===== src/rtl/smb_pkg.sv =====
package smb_pkg;
    localparam int BYTE_W = 8;
    localparam int CNT_W  = $clog2(BYTE_W + 1);

    typedef enum logic [2:0] {
        S_IDLE,
        S_ADDR,
        S_CMD,
        S_WDATA,
        S_EXTRA,
        S_RDATA,
        S_IGNORE
    } smb_state_e;

    typedef struct packed {
        smb_state_e          state;
        logic [CNT_W-1:0]    bitcnt;
        logic                in_ack;
        logic                rw;
        logic [BYTE_W-1:0]   shreg;
        logic [BYTE_W-1:0]   tx;
        logic [BYTE_W-1:0]   ptr;
        logic [BYTE_W-1:0]   wdata;
        logic                we;
        logic                rd;
        logic                drv_want;
    } smb_ctrl_t;
endpackage


===== src/rtl/smb_line_sync.sv =====
module smb_line_sync #(
    parameter int STAGES = 2
) (
    input  logic clk,
    input  logic rst_n,
    input  logic scl_i,
    input  logic sda_i,
    output logic scl_lvl,
    output logic sda_lvl,
    output logic scl_rise,
    output logic scl_fall,
    output logic start_det,
    output logic stop_det
);
    localparam int NLINE = 2;   // index 0: clock line, index 1: data line

    logic [NLINE-1:0] raw;
    logic [NLINE-1:0] lvl;
    logic [NLINE-1:0] prev_d, prev_q;

    assign raw = {sda_i, scl_i};

    for (genvar gi = 0; gi < NLINE; gi++) begin : g_line
        logic [STAGES-1:0] sh_d, sh_q;

        always_comb begin
            sh_d = {sh_q[STAGES-2:0], raw[gi]};
        end

        always_ff @(posedge clk or negedge rst_n) begin
            if (!rst_n) sh_q <= '1;
            else        sh_q <= sh_d;
        end

        assign lvl[gi] = sh_q[STAGES-1];
    end

    always_comb begin
        prev_d = lvl;
    end

    always_ff @(posedge clk or negedge rst_n) begin
        if (!rst_n) prev_q <= '1;
        else        prev_q <= prev_d;
    end

    assign scl_lvl   = lvl[0];
    assign sda_lvl   = lvl[1];
    assign scl_rise  = lvl[0] & ~prev_q[0];
    assign scl_fall  = ~lvl[0] & prev_q[0];
    assign start_det = lvl[0] & prev_q[0] & prev_q[1] & ~lvl[1];
    assign stop_det  = lvl[0] & prev_q[0] & ~prev_q[1] & lvl[1];
endmodule


===== src/rtl/smb_sda_drive.sv =====
module smb_sda_drive #(
    parameter int HOLD_CYC = 16
) (
    input  logic clk,
    input  logic rst_n,
    input  logic scl_fall,
    input  logic scl_lvl,
    input  logic release_now,
    input  logic want,
    output logic sda_oe
);
    localparam int HW = $clog2(HOLD_CYC + 1);

    typedef struct packed {
        logic [HW-1:0] cnt;
        logic          busy;
        logic          oe;
    } drv_t;

    drv_t d, q;

    always_comb begin
        d = q;
        if (release_now) begin
            d.oe   = 1'b0;
            d.busy = 1'b0;
            d.cnt  = '0;
        end else if (scl_fall) begin
            d.busy = 1'b1;
            d.cnt  = '0;
        end else if (q.busy) begin
            d.cnt = q.cnt + 1'b1;
            if (q.cnt == HW'(HOLD_CYC - 1)) begin
                d.oe   = want;
                d.busy = 1'b0;
            end
        end
    end

    always_ff @(posedge clk or negedge rst_n) begin
        if (!rst_n) q <= '0;
        else        q <= d;
    end

    assign sda_oe = q.oe;

    // pulling the data line low begins only while SCL is low
    p_drive_scl_low_r8: assert property (@(posedge clk) disable iff (!rst_n)
        $rose(sda_oe) |-> !scl_lvl);

    // nothing changes on the line in the cycle after a falling edge
    p_no_early_change_r8: assert property (@(posedge clk) disable iff (!rst_n)
        (scl_fall && !release_now) |=> $stable(sda_oe));
endmodule


===== src/rtl/smb_ctrl.sv =====
module smb_ctrl
    import smb_pkg::*;
(
    input  logic              clk,
    input  logic              rst_n,
    input  logic [6:0]        dev_addr,
    input  logic              sda_lvl,
    input  logic              scl_rise,
    input  logic              scl_fall,
    input  logic              start_det,
    input  logic              stop_det,
    input  logic [BYTE_W-1:0] reg_rdata,
    output logic [BYTE_W-1:0] reg_addr,
    output logic [BYTE_W-1:0] reg_wdata,
    output logic              reg_we,
    output logic              reg_rd,
    output logic              drv_want
);
    smb_ctrl_t d, q;
    logic      byte_done;
    logic      addr_hit;

    assign byte_done = (q.bitcnt == CNT_W'(BYTE_W));
    assign addr_hit  = (q.shreg[BYTE_W-1:1] == dev_addr);

    always_comb begin
        d    = q;
        d.we = 1'b0;
        d.rd = 1'b0;
        if (q.rd) d.tx = reg_rdata;

        if (stop_det) begin
            d.state    = S_IDLE;
            d.bitcnt   = '0;
            d.in_ack   = 1'b0;
            d.drv_want = 1'b0;
        end else if (start_det) begin
            d.state    = S_ADDR;
            d.bitcnt   = '0;
            d.in_ack   = 1'b0;
            d.drv_want = 1'b0;
        end else if (scl_rise) begin
            if (q.state != S_IDLE && q.state != S_IGNORE && !q.in_ack && !byte_done) begin
                d.shreg  = {q.shreg[BYTE_W-2:0], sda_lvl};
                d.bitcnt = q.bitcnt + 1'b1;
            end
        end else if (scl_fall) begin
            if (!q.in_ack && byte_done) begin
                // end of the eighth bit: decide the acknowledge slot
                d.in_ack   = 1'b1;
                d.drv_want = 1'b0;
                unique case (q.state)
                    S_ADDR: begin
                        if (addr_hit) begin
                            d.drv_want = 1'b1;
                            d.rw       = q.shreg[0];
                            d.rd       = q.shreg[0];
                        end else begin
                            d.state  = S_IGNORE;
                            d.in_ack = 1'b0;
                        end
                    end
                    S_CMD: begin
                        d.ptr      = q.shreg;
                        d.drv_want = 1'b1;
                    end
                    S_WDATA: begin
                        d.we       = 1'b1;
                        d.wdata    = q.shreg;
                        d.drv_want = 1'b1;
                    end
                    default: d.drv_want = 1'b0;
                endcase
            end else if (q.in_ack) begin
                // end of the acknowledge slot: move to the next byte
                d.in_ack   = 1'b0;
                d.bitcnt   = '0;
                d.drv_want = 1'b0;
                unique case (q.state)
                    S_ADDR: begin
                        if (q.rw) begin
                            d.state    = S_RDATA;
                            d.drv_want = ~q.tx[BYTE_W-1];
                        end else begin
                            d.state = S_CMD;
                        end
                    end
                    S_CMD:   d.state = S_WDATA;
                    S_WDATA: d.state = S_EXTRA;
                    S_RDATA: d.state = S_IGNORE;
                    default: d.state = q.state;
                endcase
            end else if (q.state == S_RDATA && q.bitcnt != '0) begin
                d.drv_want = ~q.tx[3'(BYTE_W - 1) - q.bitcnt[2:0]];
            end
        end
    end

    always_ff @(posedge clk or negedge rst_n) begin
        if (!rst_n) begin
            q       <= '0;
            q.state <= S_IDLE;
        end else begin
            q <= d;
        end
    end

    assign reg_addr  = q.ptr;
    assign reg_wdata = q.wdata;
    assign reg_we    = q.we;
    assign reg_rd    = q.rd;
    assign drv_want  = q.drv_want;

    // a stop always lands in idle
    p_stop_idle_r7: assert property (@(posedge clk) disable iff (!rst_n)
        stop_det |=> (q.state == S_IDLE));

    // a start always begins a fresh address byte
    p_start_addr_r7: assert property (@(posedge clk) disable iff (!rst_n)
        (start_det && !stop_det) |=> (q.state == S_ADDR && q.bitcnt == '0));

    // write strobe is a single-cycle pulse
    p_we_pulse_r2: assert property (@(posedge clk) disable iff (!rst_n)
        reg_we |=> !reg_we);

    // read and write strobes never overlap
    p_strobe_excl_r2: assert property (@(posedge clk) disable iff (!rst_n)
        !(reg_we && reg_rd));

    // an ignored transaction neither drives nor writes
    p_ignore_quiet_r1: assert property (@(posedge clk) disable iff (!rst_n)
        (q.state == S_IGNORE) |-> (!drv_want && !reg_we && !reg_rd));

    // surplus write bytes are never acknowledged
    p_extra_nack_r6: assert property (@(posedge clk) disable iff (!rst_n)
        (q.state == S_EXTRA) |-> (!drv_want && !reg_we));
endmodule


===== src/rtl/smb_reg_target.sv =====
module smb_reg_target #(
    parameter int SYNC_STAGES = 2,
    parameter int HOLD_CYC    = 16
) (
    input  logic       clk,
    input  logic       rst_n,
    input  logic [6:0] dev_addr,
    input  logic       scl_i,
    input  logic       sda_i,
    output logic       sda_oe,
    output logic [7:0] reg_addr,
    output logic [7:0] reg_wdata,
    output logic       reg_we,
    output logic       reg_rd,
    input  logic [7:0] reg_rdata
);
    logic scl_lvl, sda_lvl, scl_rise, scl_fall, start_det, stop_det;
    logic drv_want;

    smb_line_sync #(.STAGES(SYNC_STAGES)) u_sync (
        .clk       (clk),
        .rst_n     (rst_n),
        .scl_i     (scl_i),
        .sda_i     (sda_i),
        .scl_lvl   (scl_lvl),
        .sda_lvl   (sda_lvl),
        .scl_rise  (scl_rise),
        .scl_fall  (scl_fall),
        .start_det (start_det),
        .stop_det  (stop_det)
    );

    smb_ctrl u_ctrl (
        .clk       (clk),
        .rst_n     (rst_n),
        .dev_addr  (dev_addr),
        .sda_lvl   (sda_lvl),
        .scl_rise  (scl_rise),
        .scl_fall  (scl_fall),
        .start_det (start_det),
        .stop_det  (stop_det),
        .reg_rdata (reg_rdata),
        .reg_addr  (reg_addr),
        .reg_wdata (reg_wdata),
        .reg_we    (reg_we),
        .reg_rd    (reg_rd),
        .drv_want  (drv_want)
    );

    smb_sda_drive #(.HOLD_CYC(HOLD_CYC)) u_drive (
        .clk         (clk),
        .rst_n       (rst_n),
        .scl_fall    (scl_fall),
        .scl_lvl     (scl_lvl),
        .release_now (start_det | stop_det),
        .want        (drv_want),
        .sda_oe      (sda_oe)
    );
endmodule


===== config.mk =====
export PLATFORM = sky130hd
export DESIGN_NAME = smb_reg_target
export DESIGN_NICKNAME = d
export VERILOG_FILES = /design/src/rtl/smb_pkg.sv /design/src/rtl/smb_line_sync.sv /design/src/rtl/smb_sda_drive.sv /design/src/rtl/smb_ctrl.sv /design/src/rtl/smb_reg_target.sv
export SDC_FILE = /design/constraint.sdc
export NUM_CORES = 1
export LEC_CHECK = 0
export ABC_AREA = 1
export ABC_CLOCK_PERIOD_IN_PS = 5400
export CAP_MARGIN = 30
export CELL_PAD_IN_SITES_DETAIL_PLACEMENT = 0
export CELL_PAD_IN_SITES_GLOBAL_PLACEMENT = 2
export CORE_MARGIN = 5
export CORE_UTILIZATION = 43
export CTS_BUF_LIST = sky130_fd_sc_hd__clkbuf_8
export DETAILED_ROUTE_END_ITERATION = 10
export DONT_BUFFER_PORTS = 1
export PLACE_DENSITY = 0.95
export SETUP_SLACK_MARGIN = 0.2
export SYNTH_ARGS = -nofsm -noshare
export SYNTH_HDL_FRONTEND = slang
export SYNTH_SLANG_ARGS = --single-unit

===== constraint.sdc =====
create_clock -name clk -period 5.4 [get_ports clk]
set_input_delay 1.08 -clock clk [delete_from_list [all_inputs] [get_ports clk]]
set_output_delay 1.08 -clock clk [all_outputs]
set_load 0.02 [all_outputs]

==> reports/results.ini <==
[sta]
setup_ws_ns=3.28
setup_violations=0
report.final.slew_viol_count=0
fin_crit_sh_pct=39.2
fin_crit_ns=2.12
final.setup.tns_ns=0
report.final.hold_viol_count=0
rsz0062_at_grt=false
finalClockSkew_ns=0.00585
slew_headroom_pct=62.1
max_freq_mhz=473
whs_ns=0.356
tightest_slew_ns=0.567

[detailed_routing]
routedWlPerCell_um=13.2
via_per_inst=4.70
wl_met1_mm=2.63
dr.pass1.iters=4
top_layer_used=met4
wl_met2_mm=2.56
num_vias=2005
detail-route-antenna-nets=0
drtIter0Drc=99
drcViolationCount=0
wl_mm=5.64
route.met3.wl_um=378

[worst_setup_path]
worstSetupEndpointType=output pin
r2r_setup_slack_ns=3.38
worstPathArrival_ns=1.04
start_kind=flop
cp_max_fo=14
path_class=reg -> out
worstPathRequired_ns=4.32

[cts]
clk_pin_slew_ns=0.07
htreeDepth=3
cts-root-buf=clkbuf_8
ctsResizeCount=0
cts_tree=done
cts_sinks=57
cts_hold_buf=0
insertion_delay_ns=0.34
cts_inserted_buffers=9
post_cts_buffers=0
clockBufferDepth=2

[synthesis]
synth_ff_type=dfrtp_1
synthTopCellsByArea=dfrtp_1, nand2_1, dfstp_2, inv_1, o21ai_2
synth_cell_type_count=35
netlist.area_leader.share_pct=42.7
yosys-top-cells-count=nand2_1, dfrtp_1, inv_1
yosysTopAreaCell=dfrtp_1
synth.most_common_cell=nand2_1
synth.yosys.seq_area_share_pct=48.0
synth_edf_count=0
synth_cells=335
synth_warnings=0
syn_area_sq_um=2990
synth_seq_cells=57
synth_async_sr_flop_share_pct=100
synth_fp_nets=362
avgSynthCellArea_sq_um=8.92

[floorplan]
core_sq_um=6790
fp.dieW_um=93.4
rows=30
fp.dieH_um=93.4
die_area_sq_um=8720
start_util_pct=44.0
boundaryPins=38

[layout]
layout-drive-gt1-share_pct=18.4
finish.utilization_pct=47.0
diodes=0
area_growth_syn_to_layout_pct=6.87
n_fill_cell=659
nets=353

[placed_design]
place_ws_ns=3.32
finalWeightedCongestion=0.800
dp.final_hpwl_mm=4.16
io_buffer_count=0

[grt]
antenna_found_initial=0
grt_max_degree=58
grt_pass1_wl_mm=9.74
grt_overflow_total=0
grtUsageTotal_pct=14.3
grt_pass1_vias=2044

[pwr]
pwr-share-clk_pct=43.5
power_uw=1110
intPower_uw=813
power.leakage_uw=0.00158
swShare_pct=26.7
switchingPower_uw=297
power_frac_comb_pct=11.6
power_density_nw_per_um2=348
ir_drop_mv=0.137
p_seq_share_pct=44.9

[outcome]
outcome=complete, no violations

[min_path]
worstHoldPathType=reg -> reg

[run]
cap_violations=0

cells by family (layout without fill, tap and decap cells):
logic type,count (synthesis),in the layout,synth area share (%)
DFF,57,57,48.0
AOI/OAI and AO/OA,51,51,10.8
adders and majority gates,8,8,3.35
buffers and inverters,64,60,10.8
and+or+nand+nor,144,144,23.6
muxes,3,3,1.13
xor gates and xnor gates,8,8,2.34
cell usage in the layout, fill, tap and decap left out, types with 6 or more instances in the layout:
cell	instances
o21ai_0	20
ha_1	8
a21oi_1	9
dfstp_2	6
dfrtp_1	51
nand3_1	23
nor2_1	17
clkbuf_8	9
o21ai_2	16
inv_1	41
nand2_1	81
state kept, by name (all words and copies together), names as in the netlist:
register / flops
u_ctrl.q: 25
u_ctrl.reg_addr: 8
u_ctrl.reg_wdata: 8
u_drive.q: 6
u_sync.g_line.sh_q: 4
u_sync.prev_q: 2
u_ctrl.drv_want: 1
u_ctrl.reg_rd: 1
u_ctrl.reg_we: 1
u_drive.sda_oe: 1
power by group through the flow:
stage                     registers [uW]  logic (uW)  clock network [uW]
after floorplan                      496         109                   0
after global placement               504         129                   0
after detailed placement             506         131                   0
after CTS                            498         132                 499
after global routing                 504         152                 518
final                                498         129                 483
final timing paths:
| check | cells after the start | end | start |
|---|---|---|---|
| max | 0 | reg_rd | u_ctrl.reg_rd$_DFF_PN0_ |
| min | 0 | u_sync.g_line[0].sh_q[1]$_DFF_PN1_ | u_sync.g_line[0].sh_q[0]$_DFF_PN1_ |
| max reg2reg | 10 | u_ctrl.q[33]$_DFFE_PN0P_ | u_ctrl.q[37]$_DFFE_PN0P_ |
| min reg2reg | 0 | u_sync.g_line[0].sh_q[1]$_DFF_PN1_ | u_sync.g_line[0].sh_q[0]$_DFF_PN1_ |
| max in group asynchronous | 0 | u_sync.g_line[1].sh_q[1]$_DFF_PN1_ | rst_n |
| min in group asynchronous | 0 | u_ctrl.reg_wdata[2]$_DFFE_PN0P_ | rst_n |
per-stage QoR:
stage / instance area (sq um) / instances
after floorplan: 2990 / 335
after global placement: 2950 / 411
after detailed placement: 2950 / 411
after CTS: 3190 / 427
after global routing: 3190 / 427
final: 3190 / 427
layer usage:
layer / GRT usage, % / up-vias
met5: 0 / -
met1: 17.7 / 919
met2: 22.2 / 36
met3: 6.28 / 8
li1: - / 1042
met4: 5.13 / 0
final cells by class:
class	instances	area, sq um	share of cell area (%)
flip-flops and latches	57	1430	44.9
multi-input cells	214	1230	38.6
inverters	44	165	5.17
clock buffers	9	124	3.88
well taps	96	120	3.76
clock inverters	7	119	3.72
(Power assumes the default switching activity.)
